## config.mk

```make
export PLATFORM = sky130hd
export DESIGN_NAME = undo_log
export DESIGN_NICKNAME = d
export VERILOG_FILES = /design/src/rtl/undo_log_pkg.sv /design/src/rtl/undo_log_ctrl.sv /design/src/rtl/undo_log_dp.sv /design/src/rtl/undo_log.sv
export SDC_FILE = /design/constraint.sdc
export NUM_CORES = 2
export LEC_CHECK = 0
export ABC_AREA = 0
export BUFFER_PORTS_ARGS = -buffer_cell sky130_fd_sc_hd__buf_2
export CORE_UTILIZATION = 60
export DETAILED_ROUTE_END_ITERATION = 16
export PLACE_DENSITY = 0.79
export SETUP_SLACK_MARGIN = 0.15
export SLEW_MARGIN = 10
export SYNTH_ARGS = -nofsm -noshare
export SYNTH_HDL_FRONTEND = slang
export SYNTH_HIERARCHICAL = 1
export SYNTH_SLANG_ARGS = --single-unit
```

## constraint.sdc

```tcl
create_clock -name clk -period 5.1 [get_ports clk]
set_input_delay 0.765 -clock clk [delete_from_list [all_inputs] [get_ports clk]]
set_output_delay 0.765 -clock clk [all_outputs]
set_load 0.01 [all_outputs]
```

## src/rtl/undo_log_pkg.sv

```systemverilog
package undo_log_pkg;
  parameter int SLOTS = 8;
  parameter int REGS  = 16;
  parameter int DW    = 32;
  localparam int SW = $clog2(SLOTS);
  localparam int PW = SW + 1;
  localparam int RW = $clog2(REGS);

  // strobes from control to datapath
  typedef struct packed {
    logic          alloc;
    logic [SW-1:0] allocIdx;
    logic          cmpl;
    logic          retire;
    logic [SW-1:0] headIdx;
    logic          undo;
    logic [SW-1:0] undoIdx;
  } strobe_t;
endpackage

```

## src/rtl/undo_log_ctrl.sv

```systemverilog
module undo_log_ctrl
  import undo_log_pkg::*;
(
  input  logic          clk,
  input  logic          rstN,
  input  logic          allocValid,
  input  logic          cmplValid,
  input  logic          mispValid,
  input  logic [SW-1:0] mispSlot,
  input  logic          headComp,
  input  logic          headExc,
  output logic          allocReady,
  output logic [SW-1:0] allocSlot,
  output logic          busy,
  output logic          doneP,
  output strobe_t       strb
);
  logic [PW-1:0] headPtr, tailPtr, stopPtr;
  logic [PW-1:0] occ, lastPtr, mispPtr, mispNext;
  logic [SW-1:0] mispOff;
  logic walking, doneQ, walkExc;
  logic full, empty, excStart, mispStart, quiet;

  always_comb begin
    occ       = tailPtr - headPtr;
    full      = (occ == PW'(SLOTS));
    empty     = (occ == '0);
    lastPtr   = tailPtr - PW'(1);
    mispOff   = mispSlot - headPtr[SW-1:0];
    mispPtr   = headPtr + {1'b0, mispOff};
    mispNext  = mispPtr + PW'(1);
    excStart  = !walking && !empty && headComp && headExc;
    mispStart = !walking && !excStart && mispValid;
    quiet     = walking || excStart || mispStart;
    allocReady = !quiet && !full;

    strb.alloc    = allocValid && allocReady;
    strb.allocIdx = tailPtr[SW-1:0];
    strb.cmpl     = cmplValid && !quiet;
    strb.retire   = !quiet && !empty && headComp && !headExc;
    strb.headIdx  = headPtr[SW-1:0];
    strb.undo     = walking;
    strb.undoIdx  = lastPtr[SW-1:0];
  end

  assign allocSlot = tailPtr[SW-1:0];
  assign busy      = walking;
  assign doneP     = doneQ;

  always_ff @(posedge clk or negedge rstN) begin
    if (!rstN) begin
      headPtr <= '0;
      tailPtr <= '0;
      stopPtr <= '0;
      walking <= 1'b0;
      walkExc <= 1'b0;
      doneQ   <= 1'b0;
    end else begin
      doneQ <= 1'b0;
      if (walking) begin
        tailPtr <= lastPtr;
        if (lastPtr == stopPtr) begin
          walking <= 1'b0;
          doneQ   <= 1'b1;
        end
      end else if (excStart) begin
        stopPtr <= headPtr;
        walking <= 1'b1;
        walkExc <= 1'b1;
      end else if (mispStart) begin
        stopPtr <= mispNext;
        walkExc <= 1'b0;
        if (tailPtr == mispNext) doneQ   <= 1'b1;
        else                     walking <= 1'b1;
      end else begin
        if (strb.alloc)  tailPtr <= tailPtr + PW'(1);
        if (strb.retire) headPtr <= headPtr + PW'(1);
      end
    end
  end

  AST_OCC_BOUND: assert property (@(posedge clk) disable iff (!rstN)
    occ <= PW'(SLOTS));
  AST_DONE_ENDS_WALK: assert property (@(posedge clk) disable iff (!rstN)
    $fell(walking) |-> doneQ);
  AST_EXC_DRAINS: assert property (@(posedge clk) disable iff (!rstN)
    ($fell(walking) && walkExc) |-> (tailPtr == headPtr));
  AST_HEAD_FROZEN: assert property (@(posedge clk) disable iff (!rstN)
    walking |=> $stable(headPtr));
endmodule

```

## src/rtl/undo_log_dp.sv

```systemverilog
module undo_log_dp
  import undo_log_pkg::*;
(
  input  logic          clk,
  input  logic          rstN,
  input  strobe_t       strb,
  input  logic          allocHasDst,
  input  logic [RW-1:0] allocDst,
  input  logic [SW-1:0] cmplSlot,
  input  logic          cmplExc,
  input  logic [DW-1:0] cmplData,
  input  logic [RW-1:0] rdAddr,
  output logic [DW-1:0] rdData,
  output logic          headComp,
  output logic          headExc
);
  logic [SLOTS-1:0] validQ, compQ, excQ, dstEnQ;
  logic [RW-1:0]    dstQ [SLOTS];
  logic [DW-1:0]    oldQ [SLOTS];
  logic [DW-1:0]    rf   [REGS];

  logic          cmplWr, undoWr, rfWe;
  logic [RW-1:0] rfWa;
  logic [DW-1:0] rfWd;

  always_comb begin
    cmplWr = strb.cmpl && validQ[cmplSlot] && dstEnQ[cmplSlot] && !cmplExc;
    undoWr = strb.undo && validQ[strb.undoIdx] && compQ[strb.undoIdx]
             && !excQ[strb.undoIdx] && dstEnQ[strb.undoIdx];
    rfWe   = cmplWr || undoWr;
    rfWa   = undoWr ? dstQ[strb.undoIdx] : dstQ[cmplSlot];
    rfWd   = undoWr ? oldQ[strb.undoIdx] : cmplData;
  end

  assign rdData   = rf[rdAddr];
  assign headComp = validQ[strb.headIdx] && compQ[strb.headIdx];
  assign headExc  = excQ[strb.headIdx];

  // slot bookkeeping
  always_ff @(posedge clk or negedge rstN) begin
    if (!rstN) begin
      validQ <= '0;
      compQ  <= '0;
      excQ   <= '0;
      dstEnQ <= '0;
      for (int s = 0; s < SLOTS; s++) begin
        dstQ[s] <= '0;
        oldQ[s] <= '0;
      end
    end else begin
      for (int s = 0; s < SLOTS; s++) begin
        if (strb.alloc && strb.allocIdx == SW'(s)) begin
          validQ[s] <= 1'b1;
          compQ[s]  <= 1'b0;
          excQ[s]   <= 1'b0;
          dstEnQ[s] <= allocHasDst;
          dstQ[s]   <= allocDst;
        end else if ((strb.retire && strb.headIdx == SW'(s)) ||
                     (strb.undo && strb.undoIdx == SW'(s))) begin
          validQ[s] <= 1'b0;
        end else if (strb.cmpl && cmplSlot == SW'(s) && validQ[s]) begin
          compQ[s] <= 1'b1;
          excQ[s]  <= cmplExc;
          if (cmplWr) oldQ[s] <= rf[dstQ[s]];
        end
      end
    end
  end

  // register file, one write port shared by completion and restore
  always_ff @(posedge clk or negedge rstN) begin
    if (!rstN) begin
      for (int r = 0; r < REGS; r++) rf[r] <= '0;
    end else if (rfWe) begin
      rf[rfWa] <= rfWd;
    end
  end

  AST_UNDO_LIVE: assert property (@(posedge clk) disable iff (!rstN)
    strb.undo |-> validQ[strb.undoIdx]);
  AST_RETIRE_CLEAN: assert property (@(posedge clk) disable iff (!rstN)
    strb.retire |-> (validQ[strb.headIdx] && compQ[strb.headIdx] && !excQ[strb.headIdx]));
  AST_ONE_WRITER: assert property (@(posedge clk) disable iff (!rstN)
    !(strb.cmpl && strb.undo));
  AST_ALLOC_FREE: assert property (@(posedge clk) disable iff (!rstN)
    strb.alloc |-> !validQ[strb.allocIdx]);
endmodule

```

## src/rtl/undo_log.sv

```systemverilog
module undo_log
  import undo_log_pkg::*;
(
  input  logic          clk,
  input  logic          rstN,
  input  logic          allocValid,
  input  logic          allocHasDst,
  input  logic [RW-1:0] allocDst,
  output logic          allocReady,
  output logic [SW-1:0] allocSlot,
  input  logic          cmplValid,
  input  logic [SW-1:0] cmplSlot,
  input  logic          cmplExc,
  input  logic [DW-1:0] cmplData,
  input  logic          mispValid,
  input  logic [SW-1:0] mispSlot,
  output logic          busy,
  output logic          doneP,
  input  logic [RW-1:0] rdAddr,
  output logic [DW-1:0] rdData
);
  strobe_t strb;
  logic    headComp, headExc;

  undo_log_ctrl u_ctrl (
    .clk(clk), .rstN(rstN), .allocValid(allocValid), .cmplValid(cmplValid),
    .mispValid(mispValid), .mispSlot(mispSlot), .headComp(headComp),
    .headExc(headExc), .allocReady(allocReady), .allocSlot(allocSlot),
    .busy(busy), .doneP(doneP), .strb(strb)
  );

  undo_log_dp u_dp (
    .clk(clk), .rstN(rstN), .strb(strb), .allocHasDst(allocHasDst),
    .allocDst(allocDst), .cmplSlot(cmplSlot), .cmplExc(cmplExc),
    .cmplData(cmplData), .rdAddr(rdAddr), .rdData(rdData),
    .headComp(headComp), .headExc(headExc)
  );
endmodule

```

Word-level counts from Yosys, hierarchy flattened
Index checks and enable logic that the tools add are counted.
{"block": "op_classes", "add_sub_neg": 7, "mul": 0, "div_mod_pow": 0, "order_cmp": 16, "eq_ne": 41, "shift": 0, "n_mux": 139, "bitwise": 31, "reduce_logical": 121}
{"op": "$bmux 32 s4", "n": 9}
{"op": "$mux 32", "n": 22}
{"op": "$bwmux 512", "n": 1}
{"op": "$demux 32 s4", "n": 1}
{"op": "$bmux 32 s3", "n": 1}
{"op": "$mux 1", "n": 83}
{"op": "$logic_and 1x1->1", "n": 60}
{"op": "$ge 5x5->1 const B", "n": 10}
{"op": "$not 4->5", "n": 10}
{"op": "$eq 3x3->1 const B", "n": 16}
{"op": "$mux 4", "n": 11}
{"op": "$reduce_and 4->1", "n": 9}
{"op": "$reduce_bool 2->1", "n": 18}
{"op": "$bmux 1 s3", "n": 9}
{"op": "$bmux 4 s3", "n": 2}
{"op": "$eq 3x2->1 const B", "n": 8}
{"op": "$ne 2x1->1 const B", "n": 10}
{"op": "$not 1->1", "n": 19}
{"op": "$reduce_and 2->1", "n": 9}
{"op": "$add 4x1->4 const B", "n": 3}
{"op": "$eq 3x1->1 const B", "n": 4}
{"op": "$logic_not 3->1", "n": 4}
{"op": "$lt 3x4->1 const B", "n": 3}
{"op": "$logic_or 1x1->1", "n": 11}
{"op": "12 further kinds", "n": 22}
{"block": "word_totals", "register_bits": 846, "latchBits": 0, "ramBits": 0, "rom_bits": 0, "inputBits": 53, "output_inout_bits": 38, "elab_cells": 424, "n_memories": 0}

Depth between registers and ports, before layout
{"block": "depth", "word_depth": 18, "depth_mapped": 17, "ltp_nobuf": 14}

By module
Netlist, hierarchy kept.
{"mod": "undo_log_dp", "instances": 1, "cells_each": 4034, "area_per_inst_um2": 69859.5, "seq_area_each_um2": 20820.0}
{"mod": "undo_log_ctrl", "instances": 1, "cells_each": 131, "area_per_inst_um2": 1243.7, "seq_area_each_um2": 350.3}

Worst setup path before layout
OpenSTA, ideal clock, no wires.
{"block": "synth_path", "path_kind": "register to register", "startpoint": "register u_ctrl.headPtr[0]", "endpoint": "register u_dp/oldQ[225] in the netlist's numbering", "setup_time_ns": 0.125, "arrival_time_ns": 3.814, "t_required_ns": 4.975, "path_slack_ns": 1.161, "stages_incl_launch_ff": 16, "n_path_buf": 5, "period_less_slack_ns": 3.939, "cell_sequence": "dfrtp_1 -> buf_4 -> buf_2 -> mux4_2 -> mux2_2 -> nand2_1 -> o21bai_1 -> o311a_2 -> and2_1 -> nand2b_1 -> clkbuf_1 -> nor3_1 -> or3_1 -> clkbuf_1 -> buf_2 -> mux2_2"}
{"item": "from (decl)", "line": "undo_log_ctrl.sv:18", "source": "logic [PW-1:0] headPtr, tailPtr, stopPtr;"}
{"item": "from (signal assigned)", "line": "undo_log_ctrl.sv:77", "source": "if (strb.retire) headPtr <= headPtr + PW'(1);"}
{"item": "to (signal, indexed assignment)", "line": "undo_log_dp.sv:64", "source": "if (cmplWr) oldQ[s] <= rf[dstQ[s]];"}
{"item": "to (decl)", "line": "undo_log_dp.sv:19", "source": "logic [DW-1:0] oldQ [SLOTS];"}

==> results list <==
- Result of the run: completed
- Portion of total power attributed to sequential cells: 30.4%
- Unique masters post-synth: 65
* Global-route wire length before repair: 349000 µm
- After detailed routing, the number of remaining DRC violations is 0.
- Routability-driven placement finished with a final weighted congestion of 0.916.
- The die covers 0.120 mm².
- For this run, the total global-route usage over all layers was measured as 40.4%.
* Count of hold-fix buffers inserted at cts: 0
* Reg-to-Reg End: u_dp/oldQ[16]
- Worst setup SP type: flip-flop
- Worst-margin pin slew: 1.18 ns
- The H-tree generated during clock tree synthesis spans 3 levels.
- Clock transition at path regs: 0.07 ns
* Cell area after synthesis: 0.0711 mm²
- Smallest hold slack: 0.0930 ns
- TritonCTS clock tree: yes
* Peak clock frequency supported by timing: 232 MHz
- The number of antenna violations at the first check in global routing was 3.
- The first detailed-routing pass ran for 8 iterations.
- The core region is 0.117 mm².
* Root buf cell: clkbuf_16
* Worst Reg2Reg Path Length in Cells: 15
- Final core occ: 65.6%
- Synthesized net count: 4230
- The wire-length estimate of the detail-placed layout is 134000 µm.
* Detailed-route vias per instance: 8.76
- Total via count in the routed design: 49100
- Entering global routing, the biggest net connects 112 pins.
- After clock tree synthesis, the setup repair step added 0 buffers.
- Path category of the worst min-delay check: in2async
- Final setup violation count: 0
- Once the floorplan was initialized, standard cells occupied 60.9% of the core.
- Via count of the first global-routing pass: 49800
- Total congestion overflow after global routing: 0
- Sequential elements use 29.8% of the synthesized area.
- Switching power summed over all nets: 14.2 mW
- Counting every sink on the clock net gives 846.
- Max rail drop VDD: 0.000633 V
- In this run, synthesis inferred 0 flip-flops with an integrated enable.
* Layout cells sized above 1: 69.2%
* Sort of element at the end of the critical path: flip-flop
- The worst path needs 4.31 ns of the cycle, external delays included.
- Number of nets in the final layout: 4059
- Critical path required time: 5.68 ns
* Final Routed Wirelength: 238000 µm
- Die X-Extent: 346 µm
* Final hold violation count: 0
- Clk_skew: 0.0546 ns
- The detail route stage leaves a number of antenna-violating nets equal to 0.
- Worst relative slew slack: 21.2%
* Reg-to-reg startpoint: u_ctrl/tailPtr[0]
- For flop-to-flop paths, the worst setup slack is 0.79 ns.
- By startpoint and endpoint, the worst setup path is classified as reg2reg.
* Avg Cell Area, Syn: 17.1 µm²
- For this block, the initial DRC count from the detailed router was 8140.
- Count of boundary I/O pins: 91
- The count of pins over their slew limit came to 0.
- After detailed routing, the average wire length per cell comes to 42.5 µm.
- Compared with the post-synthesis result, the final layout area differs by 7.73%.
- Total of cells resized after clock tree synthesis: 0
- Relative contribution of the clock network to total power: 22.1%
- Combinational logic burns 47.4% of the power.
- Vertical die dimension: 346 µm
- Worst setup slack after placement: 0.884 ns
- Data arrival time of the critical path: 4.89 ns
- Async set-reset flop share out of synthesis: 100%
- Count of state elements after synthesis: 846
- Clock latency at the later pin of the worst-skew pair: 0.75 ns
* Main synth FF type: dfrtp_1
- In this run the tool buffered the top-level ports with 90 buffer cells.
- Switching Share: 40.7%
* Period utilization: 84.5%
* Static leakage power: 29.5 nW
* Cell area power density: 457 mW/mm²
- Synthesis produced a netlist whose cell count is 4165.
- Setup slack closes at 0.790 ns.
- Internal power: 20.8 mW
- The clock passes through at most 3 buffers.
* Setup repair after global routing missed its margin: no
- In the final timing run, aggregate negative setup slack is 0 ns.
* Row cnt: 125
* Yosys warnings: 6
* Max-capacitance violation count: 0
- Max FO, Critical Path: 13
- In this run, CTS created clock tree buffers numbering 96.
-- worst max-delay path: stages, from the launching register on --
cell and delay [ns]:
dfrtp_1 0.66, inv_6 0.06, ha_1 0.23, and2b_2 0.21, xnor2_1 0.35, nor2_1 0.15, a211oi_2 0.23, inv_1 0.09
and3_1 0.23, inv_1 0.17, nor3_1 0.09, o211a_1 0.14, nor2_1 0.41, or3_4 0.54, buf_12 0.25, mux2_2 0.35
-- cells in the final DEF, fill, tap and decap left out, types with 30 or more instances in the layout --
cell and instances:
buf_12 49, buf_2 85, nor2_1 30, dfrtp_1 814, dfrtp_4 32, buf_4 98
nand2_1 123, mux2_1 44, mux4_2 1524, mux2_2 592, clkbuf_16 97, mux2_4 221
-- flip-flops by register name, indices dropped and copies added, names as in the netlist --
signal / cells
u_dp/oldQ: 256
u_ctrl/headPtr: 4
u_dp/compQ: 8
u_ctrl/doneP: 1
u_dp/dstQ: 32
u_dp/validQ: 8
u_ctrl/stopPtr: 4
u_ctrl/busy: 1
u_dp/rf: 512
u_dp/dstEnQ: 8
u_ctrl/tailPtr: 4
u_dp/excQ: 8
-- worst max path at each step --
stage / startpoint / endpoint / slack, ns / depth (start not counted)
floorplan: u_ctrl/headPtr[0] / u_dp/oldQ[225] / 1.16 / 15
global placement: u_ctrl/headPtr[0] / u_dp/rf[106] / 0.98 / 13
detailed placement: u_ctrl/tailPtr[0] / u_dp/oldQ[0] / 0.88 / 15
CTS: u_ctrl/tailPtr[0] / u_dp/oldQ[16] / 0.85 / 15
global route: u_ctrl/tailPtr[0] / u_dp/oldQ[113] / 0.53 / 15
finish: u_ctrl/tailPtr[0] / u_dp/oldQ[16] / 0.79 / 15
-- cell families (layout without fill, tap and decap cells) --
family	count (synthesis)	after routing	synth area share [%]
compound gates	87	87	0.915
fa+ha+maj	12	12	0.232
flops	846	846	29.8
buf+inv	528	439	3.45
simple gates	259	259	1.72
xor+xnor	23	23	0.304
mux	2410	2410	63.6
other cells	0	1	0
-- through the flow --
stage          power (mW)  instances  cell area, µm²
3_3_place_gp         26.5       5420           73100
5_1_grt              35.8       5601           76600
3_5_place_dp         26.8       5420           73100
2_1_floorplan        21.8       4165           71100
6_report             35.0       5601           76600
4_1_cts              34.5       5600           76600
-- layer usage --
metal	track usage (%)	part of all wire (%)	wire length, µm
met1	52.2	32	76200
met2	57.6	44	106000
met3	17.5	17	40000
met4	22.8	6.8	16300
met5	0.400	0.033	78
-- cell usage after synthesis, drive strengths merged, types with 3 or more instances --
cell type | n | share of area, %
o31ai | 4 | 0.056
clkbuf | 214 | 1.1
mux2i | 29 | 0.59
a22oi | 3 | 0.039
nor2b | 9 | 0.079
nand4 | 5 | 0.044
o21ai | 26 | 0.18
or4 | 3 | 0.032
nand2b | 10 | 0.088
nor2 | 30 | 0.16
a21o | 5 | 0.053
buf | 290 | 2.2
dfrtp | 846 | 30
o211ai | 6 | 0.063
xor2 | 6 | 0.074
mux2 | 857 | 15
o221ai | 9 | 0.13
mux4 | 1524 | 48
inv | 24 | 0.13
o22ai | 3 | 0.026
and2 | 6 | 0.053
nor3 | 11 | 0.077
nand3b | 10 | 0.11
or3 | 11 | 0.097
or2 | 6 | 0.053
a21oi | 14 | 0.10
ha | 10 | 0.18
nand3 | 27 | 0.19
nand2 | 123 | 0.65
xnor2 | 17 | 0.23
-- area by class of cell --
type / instances / area (µm²)
multi-input combinational: 2791 / 47600
clock inverter: 53 / 793
clock buffer: 127 / 2710
fill: 7628 / 40200
antenna: 1 / 2.50
tap: 1524 / 1910
timing repair buffer: 235 / 2180
sequential: 846 / 21300
inverter: 24 / 97.6
-- power by group through the flow --
stage	Combinational (mW)	Clock [mW]	Sequential, mW
final	16.6	7.74	10.7
after global routing	17.1	8.01	10.7
after CTS	16.3	7.77	10.4
after detailed placement	16.2	0	10.6
after global placement	16.0	0	10.4
after floorplan	13.2	0	8.56
Power figures use the tool's default switching activity.
